==> config.mk <==
export PLATFORM = sky130hd
export DESIGN_NAME = failsafe_reset_ctrl
export DESIGN_NICKNAME = d
export VERILOG_FILES = /design/src/rtl/rfs_pkg.sv /design/src/rtl/rfs_sync.sv /design/src/rtl/rfs_pin_qual.sv /design/src/rtl/rfs_stretch.sv /design/src/rtl/rfs_mode_gate.sv /design/src/rtl/failsafe_reset_ctrl.sv
export SDC_FILE = /design/constraint.sdc
export NUM_CORES = 1
export LEC_CHECK = 0
export BUFFER_PORTS_ARGS = -buffer_cell sky130_fd_sc_hd__buf_2
export CORE_MARGIN = 2
export CORE_UTILIZATION = 30
export CTS_CLUSTER_DIAMETER = 80
export DETAILED_ROUTE_END_ITERATION = 8
export REMOVE_ABC_BUFFERS = 1
export SLEW_MARGIN = 30
export SYNTH_ARGS = -nofsm -noshare
export SYNTH_HDL_FRONTEND = slang
export SYNTH_SLANG_ARGS = --single-unit
==> constraint.sdc <==
create_clock -name clk -period 1.5 [get_ports clk]
set_input_delay 0.075 -clock clk [delete_from_list [all_inputs] [get_ports clk]]
set_output_delay 0.075 -clock clk [all_outputs]
set_load 0.03 [all_outputs]
==> src/rtl/rfs_pkg.sv <==
`timescale 1ns/1ps
// Shared types for the reset and fail-safe controller.
// Assumes: consumers import the package before use.
package rfs_pkg;
    // Power-saving mode that is currently granted, at most one.
    typedef enum logic [1:0] {
        PM_NONE  = 2'd0,
        PM_SLOW  = 2'd1,
        PM_IDLE  = 2'd2,
        PM_PDOWN = 2'd3
    } pmode_e;

    // Default number of machine cycles the reset is stretched.
    localparam int DEF_HOLD_MC = 2;
endpackage

==> src/rtl/rfs_sync.sv <==
`timescale 1ns/1ps
// Two-flop synchronizer for a vector of independent asynchronous bits.
// Assumes: every bit is a level or a pulse lasting at least one clock;
// RST_VAL is the inactive level each bit takes under reset.
module rfs_sync #(
    parameter int          W       = 1,
    parameter logic [W-1:0] RST_VAL = '0
) (
    input  logic         clk,
    input  logic         rst_n,
    input  logic [W-1:0] d,
    output logic [W-1:0] q
);
    logic [W-1:0] meta;
    logic [W-1:0] stab;

    // Capture and re-time every input bit through two stages.
    always_ff @(posedge clk) begin
        if (!rst_n) begin
            meta <= RST_VAL;
            stab <= RST_VAL;
        end else begin
            meta <= d;
            stab <= meta;
        end
    end

    assign q = stab;
endmodule

==> src/rtl/rfs_pin_qual.sv <==
`timescale 1ns/1ps
// Qualifies the synchronized external reset pin: it is accepted only when
// low at two successive machine-cycle strobes, and is dropped at once when
// the pin returns high.
// Assumes: pin_low is already synchronized; mc_stb is one clock wide.
module rfs_pin_qual (
    input  logic clk,
    input  logic rst_n,
    input  logic mc_stb,
    input  logic pin_low,
    output logic ext_act
);
    logic armed;

    // Arm on the first strobe seen low, qualify on the next one.
    always_ff @(posedge clk) begin
        if (!rst_n) begin
            armed   <= 1'b0;
            ext_act <= 1'b0;
        end else if (!pin_low) begin
            armed   <= 1'b0;
            ext_act <= 1'b0;
        end else if (mc_stb) begin
            armed <= 1'b1;
            if (armed) ext_act <= 1'b1;
        end
    end


    ext_on_strobe_chk: assert property (@(posedge clk) disable iff (!rst_n)
        $rose(ext_act) |-> ($past(mc_stb) && $past(armed)));


    ext_drop_chk: assert property (@(posedge clk) disable iff (!rst_n)
        !pin_low |=> !ext_act);
endmodule

==> src/rtl/rfs_stretch.sv <==
`timescale 1ns/1ps
// Merges qualified reset sources, stretches the internal reset by HOLD_MC
// machine cycles after the last one goes away, releases it on a strobe and
// captures the two straps on that releasing clock.
// Assumes: all inputs synchronous to clk; mc_stb is one clock wide.
module rfs_stretch #(
    parameter int HOLD_MC = 2
) (
    input  logic clk,
    input  logic rst_n,
    input  logic mc_stb,
    input  logic ext_act,
    input  logic wdt_hit,
    input  logic osc_hit,
    input  logic lock_s,
    input  logic oscmon_s,
    output logic rst_q,
    output logic lock_lat,
    output logic oscmon_lat
);
    localparam int CW = $clog2(HOLD_MC + 1) + 1;

    logic          src;
    logic [CW-1:0] cnt;

    // Any active source; oscillator failure only counts when enabled.
    always_comb src = ext_act | wdt_hit | (osc_hit & oscmon_lat);

    // Hold, count strobes after release and capture straps on the last clock.
    always_ff @(posedge clk) begin
        if (!rst_n) begin
            rst_q      <= 1'b1;
            cnt        <= '0;
            lock_lat   <= 1'b1;
            oscmon_lat <= 1'b1;
        end else if (src) begin
            rst_q <= 1'b1;
            cnt   <= '0;
        end else if (rst_q && mc_stb) begin
            if (cnt == CW'(HOLD_MC)) begin
                rst_q      <= 1'b0;
                lock_lat   <= lock_s;
                oscmon_lat <= oscmon_s;
            end else begin
                cnt <= cnt + 1'b1;
            end
        end
    end


    release_on_strobe_chk: assert property (@(posedge clk) disable iff (!rst_n)
        $fell(rst_q) |-> $past(mc_stb));


    source_holds_reset_chk: assert property (@(posedge clk) disable iff (!rst_n)
        (ext_act || wdt_hit) |=> rst_q);


    osc_masked_chk: assert property (@(posedge clk) disable iff (!rst_n)
        (!rst_q && !oscmon_lat && !ext_act && !wdt_hit) |=> !rst_q);


    strap_hold_chk: assert property (@(posedge clk) disable iff (!rst_n)
        (rst_q && $past(rst_q)) |-> ($stable(lock_lat) && $stable(oscmon_lat)));
endmodule

==> src/rtl/rfs_mode_gate.sv <==
`timescale 1ns/1ps
// Grants at most one power-saving mode per clock, power-down first, then
// idle, then slow-down, and only when unlocked and out of reset.
// Assumes: block_modes is the synchronized live mode-lock strap.
module rfs_mode_gate
    import rfs_pkg::*;
(
    input  logic clk,
    input  logic rst_n,
    input  logic int_rst,
    input  logic block_modes,
    input  logic req_idle,
    input  logic req_pdown,
    input  logic req_slow,
    output logic grant_idle,
    output logic grant_pdown,
    output logic grant_slow
);
    pmode_e pick;
    pmode_e cur;

    // Choose the winning request, or none when locked or in reset.
    always_comb begin
        pick = PM_NONE;
        if (!block_modes && !int_rst) begin
            if (req_pdown)      pick = PM_PDOWN;
            else if (req_idle)  pick = PM_IDLE;
            else if (req_slow)  pick = PM_SLOW;
        end
    end

    // Register the chosen mode.
    always_ff @(posedge clk) begin
        if (!rst_n) cur <= PM_NONE;
        else        cur <= pick;
    end

    assign grant_pdown = (cur == PM_PDOWN);
    assign grant_idle  = (cur == PM_IDLE);
    assign grant_slow  = (cur == PM_SLOW);


    one_grant_chk: assert property (@(posedge clk) disable iff (!rst_n)
        $onehot0({grant_pdown, grant_idle, grant_slow}));


    locked_no_grant_chk: assert property (@(posedge clk) disable iff (!rst_n)
        (block_modes || int_rst) |=> !(grant_pdown || grant_idle || grant_slow));


    pdown_wins_chk: assert property (@(posedge clk) disable iff (!rst_n)
        (req_pdown && !block_modes && !int_rst) |=> grant_pdown);
endmodule

==> src/rtl/failsafe_reset_ctrl.sv <==
`timescale 1ns/1ps
// Reset and fail-safe mode controller: synchronizes the reset sources and
// straps, filters the external pin, stretches the internal reset, captures
// the straps at release and gates the power-saving mode requests.
// Assumes: mc_stb pulses one clock per machine cycle; por_n is synchronous.
module failsafe_reset_ctrl #(
    parameter int HOLD_MC = rfs_pkg::DEF_HOLD_MC
) (
    input  logic clk,
    input  logic por_n,
    input  logic mc_stb,
    input  logic ext_rst_n,
    input  logic wdt_ovf,
    input  logic osc_fail,
    input  logic strap_lock,
    input  logic strap_oscmon,
    input  logic req_idle,
    input  logic req_pdown,
    input  logic req_slow,
    output logic int_rst,
    output logic rst_out_n,
    output logic wdt_autostart,
    output logic grant_idle,
    output logic grant_pdown,
    output logic grant_slow
);
    logic [2:0] lvl_s;
    logic [1:0] evt_s;
    logic       ext_act;
    logic       rst_q;
    logic       lock_lat;
    logic       oscmon_lat;

    // Levels that idle high: pin, mode-lock strap, oscillator-monitor strap.
    rfs_sync #(.W(3), .RST_VAL(3'b111)) u_sync_lvl (
        .clk   (clk),
        .rst_n (por_n),
        .d     ({ext_rst_n, strap_lock, strap_oscmon}),
        .q     (lvl_s)
    );

    // Events that idle low: watchdog overflow, oscillator failure.
    rfs_sync #(.W(2), .RST_VAL(2'b00)) u_sync_evt (
        .clk   (clk),
        .rst_n (por_n),
        .d     ({wdt_ovf, osc_fail}),
        .q     (evt_s)
    );

    rfs_pin_qual u_qual (
        .clk     (clk),
        .rst_n   (por_n),
        .mc_stb  (mc_stb),
        .pin_low (!lvl_s[2]),
        .ext_act (ext_act)
    );

    rfs_stretch #(.HOLD_MC(HOLD_MC)) u_stretch (
        .clk        (clk),
        .rst_n      (por_n),
        .mc_stb     (mc_stb),
        .ext_act    (ext_act),
        .wdt_hit    (evt_s[1]),
        .osc_hit    (evt_s[0]),
        .lock_s     (lvl_s[1]),
        .oscmon_s   (lvl_s[0]),
        .rst_q      (rst_q),
        .lock_lat   (lock_lat),
        .oscmon_lat (oscmon_lat)
    );

    rfs_mode_gate u_gate (
        .clk         (clk),
        .rst_n       (por_n),
        .int_rst     (rst_q),
        .block_modes (lvl_s[1]),
        .req_idle    (req_idle),
        .req_pdown   (req_pdown),
        .req_slow    (req_slow),
        .grant_idle  (grant_idle),
        .grant_pdown (grant_pdown),
        .grant_slow  (grant_slow)
    );

    assign int_rst       = rst_q;
    assign rst_out_n     = ~rst_q;
    assign wdt_autostart = lock_lat & ~rst_q;


    pin_mirror_chk: assert property (@(posedge clk) disable iff (!por_n)
        rst_out_n != int_rst);


    autostart_quiet_chk: assert property (@(posedge clk) disable iff (!por_n)
        int_rst |-> !wdt_autostart);
endmodule

# After elaboration in Yosys (flattened, before gate mapping)
# Cells that the tools add are included.
[classes]
n_addsub = 1
n_eq_ne = 4
muxes = 3
bitwise_logic = 8
reduce_logical = 11
[op_table]
columns = ["op", "count"]
rows = [
  ["$reduce_and A2 Y1", 4],
  ["$eq A2 B2 Y1 const B", 2],
  ["$mux W2", 2],
  ["$not A1 Y1", 4],
  ["$reduce_or A2 Y1", 2],
  ["$add A3 B1 Y3 const B", 1],
  ["$eq A3 B2 Y1 const B", 1],
  ["$reduce_and A3 Y1", 1],
  ["$and A1 B1 Y1", 2],
  ["$eq A2 B1 Y1 const B", 1],
  ["$logic_and A1 B1 Y1", 2],
  ["$logic_not A1 Y1", 2],
  ["$or A1 B1 Y1", 2],
  ["$mux W1", 1],
]
[totals]
reg_bits = 20
input_bits = 11
out_inout_bits = 6
word_cells = 38

# Longest topological paths before layout
[logic_depth]
word_depth = 4
ltp_mapped = 5
depth_no_buf = 5

# By module
# From an unflattened synthesis, not the netlist that was laid out.
[unflattened]
hier_cells = 70
area_unflattened_um2 = 754.5
[by_module_without_submodules]
columns = ["module", "n_inst", "cells_per_inst", "area_per_inst_um2", "seq_area_each_um2"]
rows = [
  ["rfs_stretch", 1, 31, 329.1, 120.1],
  ["rfs_sync at u_sync_lvl", 1, 12, 157.7, 120.1],
  ["rfs_sync at u_sync_evt", 1, 8, 105.1, 80.1],
  ["rfs_mode_gate", 1, 9, 88.8, 40.0],
  ["rfs_pin_qual", 1, 7, 60.1, 40.0],
  ["failsafe_reset_ctrl", 1, 3, 13.8, 0.0],
]

# Worst setup path before layout
# OpenSTA, ideal clock, no wires.
[synth_path]
path_kind = "register -> register"
startpoint = "register u_stretch.cnt[0]"
endpoint = "register u_stretch.cnt[0]"
setup_ns = 0.070
arrival_ns = 1.184
t_required_ns = 1.430
slack_ns = 0.246
path_stages_with_launch = 6
path_buffers = 0
synth_period_minus_slack_ns = 1.254
path_cell_list = "dfxtp_1 -> inv_1 -> ha_1 -> nor2b_1 -> or3_1 -> a21oi_1"
[synth_between]
elab_chain_cells = 3
elab_cells_between_ends = 4
cone_classes = "add/sub (1); eq/ne (1); bitwise (1); reduce/logical (1)"
[synth_lines]
columns = ["item", "line", "source"]
rows = [
  ["start: declaration", "rfs_stretch.sv:24", "logic [CW-1:0] cnt;"],
  ["start signal: assignment", "rfs_stretch.sv:45", "cnt <= cnt + 1'b1;"],
  ["parallel branches: the longest is 3 deep, another holds $add A3 B1 Y3", "-", ""],
]
# Several ways; the timed one is not identified.
# A chain may end at the register's enable or synchronous reset.

# Worst setup path in the final report
# Ends and elaborated chain as after synthesis.

==> flow_summary.yaml <==
status:
  status: "completed"
clocking:
  postCtsSetupBuffers: 0
  clk_latency_ps: 290
  clkTransAtPathRegs_ps: 110
  cts-root-buf: "clkbuf_4"
  clkSinkCount: 20
  htree_levels: 1
  cts_tree: "done"
  cts_buffer_depth: 2
  numCtsBuffers: 3
routing:
  dr.pass1.iters: 1
  vias: 555
  wirelength_mm: 1.21
  ant_nets: 0
  via_per_inst: 4.37
  drt-initial-drc-count: 0
  drc: 0
  wire_per_inst_um: 9.53
critical_path:
  startpoint_type: "flip-flop"
  endpoint_kind: "flip-flop"
  required_ps: 1740
  r2r_setup_slack_ps: 120
  crit_arrival_ps: 1620
  crit_fanout: 6
  criticalPathCategory: "reg2reg"
power:
  p_comb_frac: 0.083
  switching_share: 0.211
  switchingPower_uw: 198
  power_density_nw_per_um2: 994
  seq_power_share: 0.593
  p_leak_uw: 0.000422
  cellInternalPower_uw: 739
  p_total_uw: 937
  pwr-share-clk: 0.324
  ir_drop_uv: 899
placed_design:
  placed_cell_area_um2: 833
  place_hpwl_um: 814
  io_buffers: 16
  place_congestion: 0.694
timing:
  finalCritPeriodShare: 0.923
  timing.final.hold_violations: 0
  tightest_slew_ps: 308
  relSlewSlack: 0.795
  grt_setup_unrepaired: "false"
  fin_skew_ps: 2.87
  fmax_mhz: 722
  setup_violations: 0
  slew_viol_final: 0
  period_needed_ps: 1380
  fin_setup_tns_ps: 0
logic_synthesis:
  yosysTopAreaCell: "dfxtp_1"
  netlist_top_cells_area: "dfxtp_1 (55%), nand2b_1 (6.1%), nor2b_1 (6.1%)"
  yosys.area.top_type_share: 0.555
  synth_cell_types: 19
  synthCells: 73
  ys_seq_elements: 20
  postSynthAreaPerCell_um2: 9.89
  yosys_warnings: 0
  syn-cell-area_um2: 722
  seq_area_frac_synth: 0.555
cells_and_area:
  final_util: 0.422
  insertedDiodeCount: 0
  syn_to_final_growth_pct: 30.5
  layout.nets: 113
  fillCellCount: 230
  drive_above_1_share: 0.253
  fin_area_um2: 942
die:
  fp.dieArea_um2: 2810
  die-width_um: 53.1
  fp-row-count: 17
  num_io_pins: 17
  fp.dieH_um: 53.1
  core_area_um2: 2230
  start_util: 0.323
grt:
  grt_max_degree: 17
  antenna_found_initial: 0
  first_global_vias: 514
  grtUsageTotal: 0.0962
  grt-ovfl-total: 0
  grt_pass1_wl_mm: 1.94
min_path:
  min_path_type: "in2reg"
run:
  max_cap_violations: 0
worst paths after layout:
path	cells past startpoint	start	end
setup / recovery	5	u_stretch.cnt[0]$_SDFFE_PP0P_	u_stretch.cnt[0]$_SDFFE_PP0P_
hold / removal	3	req_slow	u_gate.cur[0]$_SDFF_PN0_
setup reg to reg	5	u_stretch.cnt[0]$_SDFFE_PP0P_	u_stretch.cnt[0]$_SDFFE_PP0P_
hold reg to reg	1	u_sync_lvl.meta[0]$_SDFF_PN1_	u_sync_lvl.q[0]$_SDFF_PN1_
cell type report:
cell class,instances,area (um2),share of cell area
flip-flops and latches,20,400,0.425
clock buffers,4,36.3,0.0385
multi-input cells,49,309,0.328
inverters,3,11.3,0.0120
repair buffers,23,150,0.159
well taps,28,35.0,0.0372
kinds of logic after synthesis:
group,count (synthesis),synth area share
flip-flops,20,0.555
AO/OA/AOI/OAI,8,0.0641
adder cells (fa/ha/maj),2,0.0347
buffers and inverters,4,0.0208
multiplexers,3,0.0416
AND/OR/NAND/NOR,36,0.284
registers in the layout, summed over array words and instances (netlist names):
register,count
u_stretch.cnt,3
u_sync_lvl.meta,3
u_sync_lvl.q,3
u_gate.cur,2
u_sync_evt.meta,2
u_sync_evt.q,2
u_qual.armed,1
u_qual.ext_act,1
u_stretch.lock_lat,1
u_stretch.oscmon_lat,1
u_stretch.rst_q,1
synth_stat cells:
cell / n
inv_1: 3
and2_1: 5
nor2b_1: 7
nand2b_1: 7
dfxtp_1: 20
nand2_2: 1
nand2_1: 2
or3_1: 2
mux2i_1: 3
nand3_1: 2
a21o_2: 1
ha_1: 2
nor2_1: 8
clkbuf_1: 1
and4_4: 1
a21oi_1: 4
o21ai_0: 2
a211oi_1: 1
and2b_2: 1
metal layers:
metal,up-vias,wire [um],track usage
met5,-,0,0
met4,0,0,0.0171
met3,0,80,0.0424
met2,15,617,0.190
met1,252,511,0.0906
li1,288,-,-
timing repair:
action                                 CTS  global route
hold buffers                             7             0
setup endpoints to repair                0             2
resized for setup                        0             1
endpoints found under the hold margin    7             0
through the flow:
step	hold slack [ps]	setup slack [ps]	cells
global route	31.5	34.3	127
detailed placement	261	73.2	116
finish	9.13	116	127
global placement	256	195	116
CTS	3.19	49.9	127
floorplan	148	246	72
worst max-delay path, stage by stage, from the launching register on:
cell     delay, ps
dfxtp_1        390
inv_1           60
ha_1           200
nor2b_2        180
or3_1          350
a21oi_1        140
placed cells by master, fill, tap and decap left out:
| master | Yosys | layout |
|---|---|---|
| dfxtp_1 | 20 | 20 |
| nand3_1 | 2 | 2 |
| and4_4 | 1 | 1 |
| o21ai_0 | 2 | 2 |
| nor2b_2 | 0 | 1 |
| buf_2 | 0 | 16 |
| nor2b_1 | 7 | 6 |
| mux2i_1 | 3 | 3 |
| or3_1 | 2 | 2 |
| clkbuf_8 | 0 | 1 |
| a21oi_1 | 4 | 4 |
| nand2_1 | 2 | 2 |
| dlygate4sd3_1 | 0 | 7 |
| nand2b_1 | 7 | 7 |
| ha_1 | 2 | 2 |
| and2_1 | 5 | 5 |
| clkbuf_4 | 0 | 3 |
| a211oi_1 | 1 | 1 |
| inv_1 | 3 | 3 |
| and2b_2 | 1 | 1 |
| a21o_2 | 1 | 1 |
| nor2_1 | 8 | 8 |
| nand2_2 | 1 | 1 |
power groups by stage:
stage,Clock [uW],Sequential (uW),Combinational (uW)
final,304,556,77.3
after global routing,339,558,86.7
after CTS,318,556,77.1
after detailed placement,0,568,63.2
after global placement,0,567,60.1
after floorplan,0,567,35.3
No activity file was read; power rests on OpenSTA's default activity.
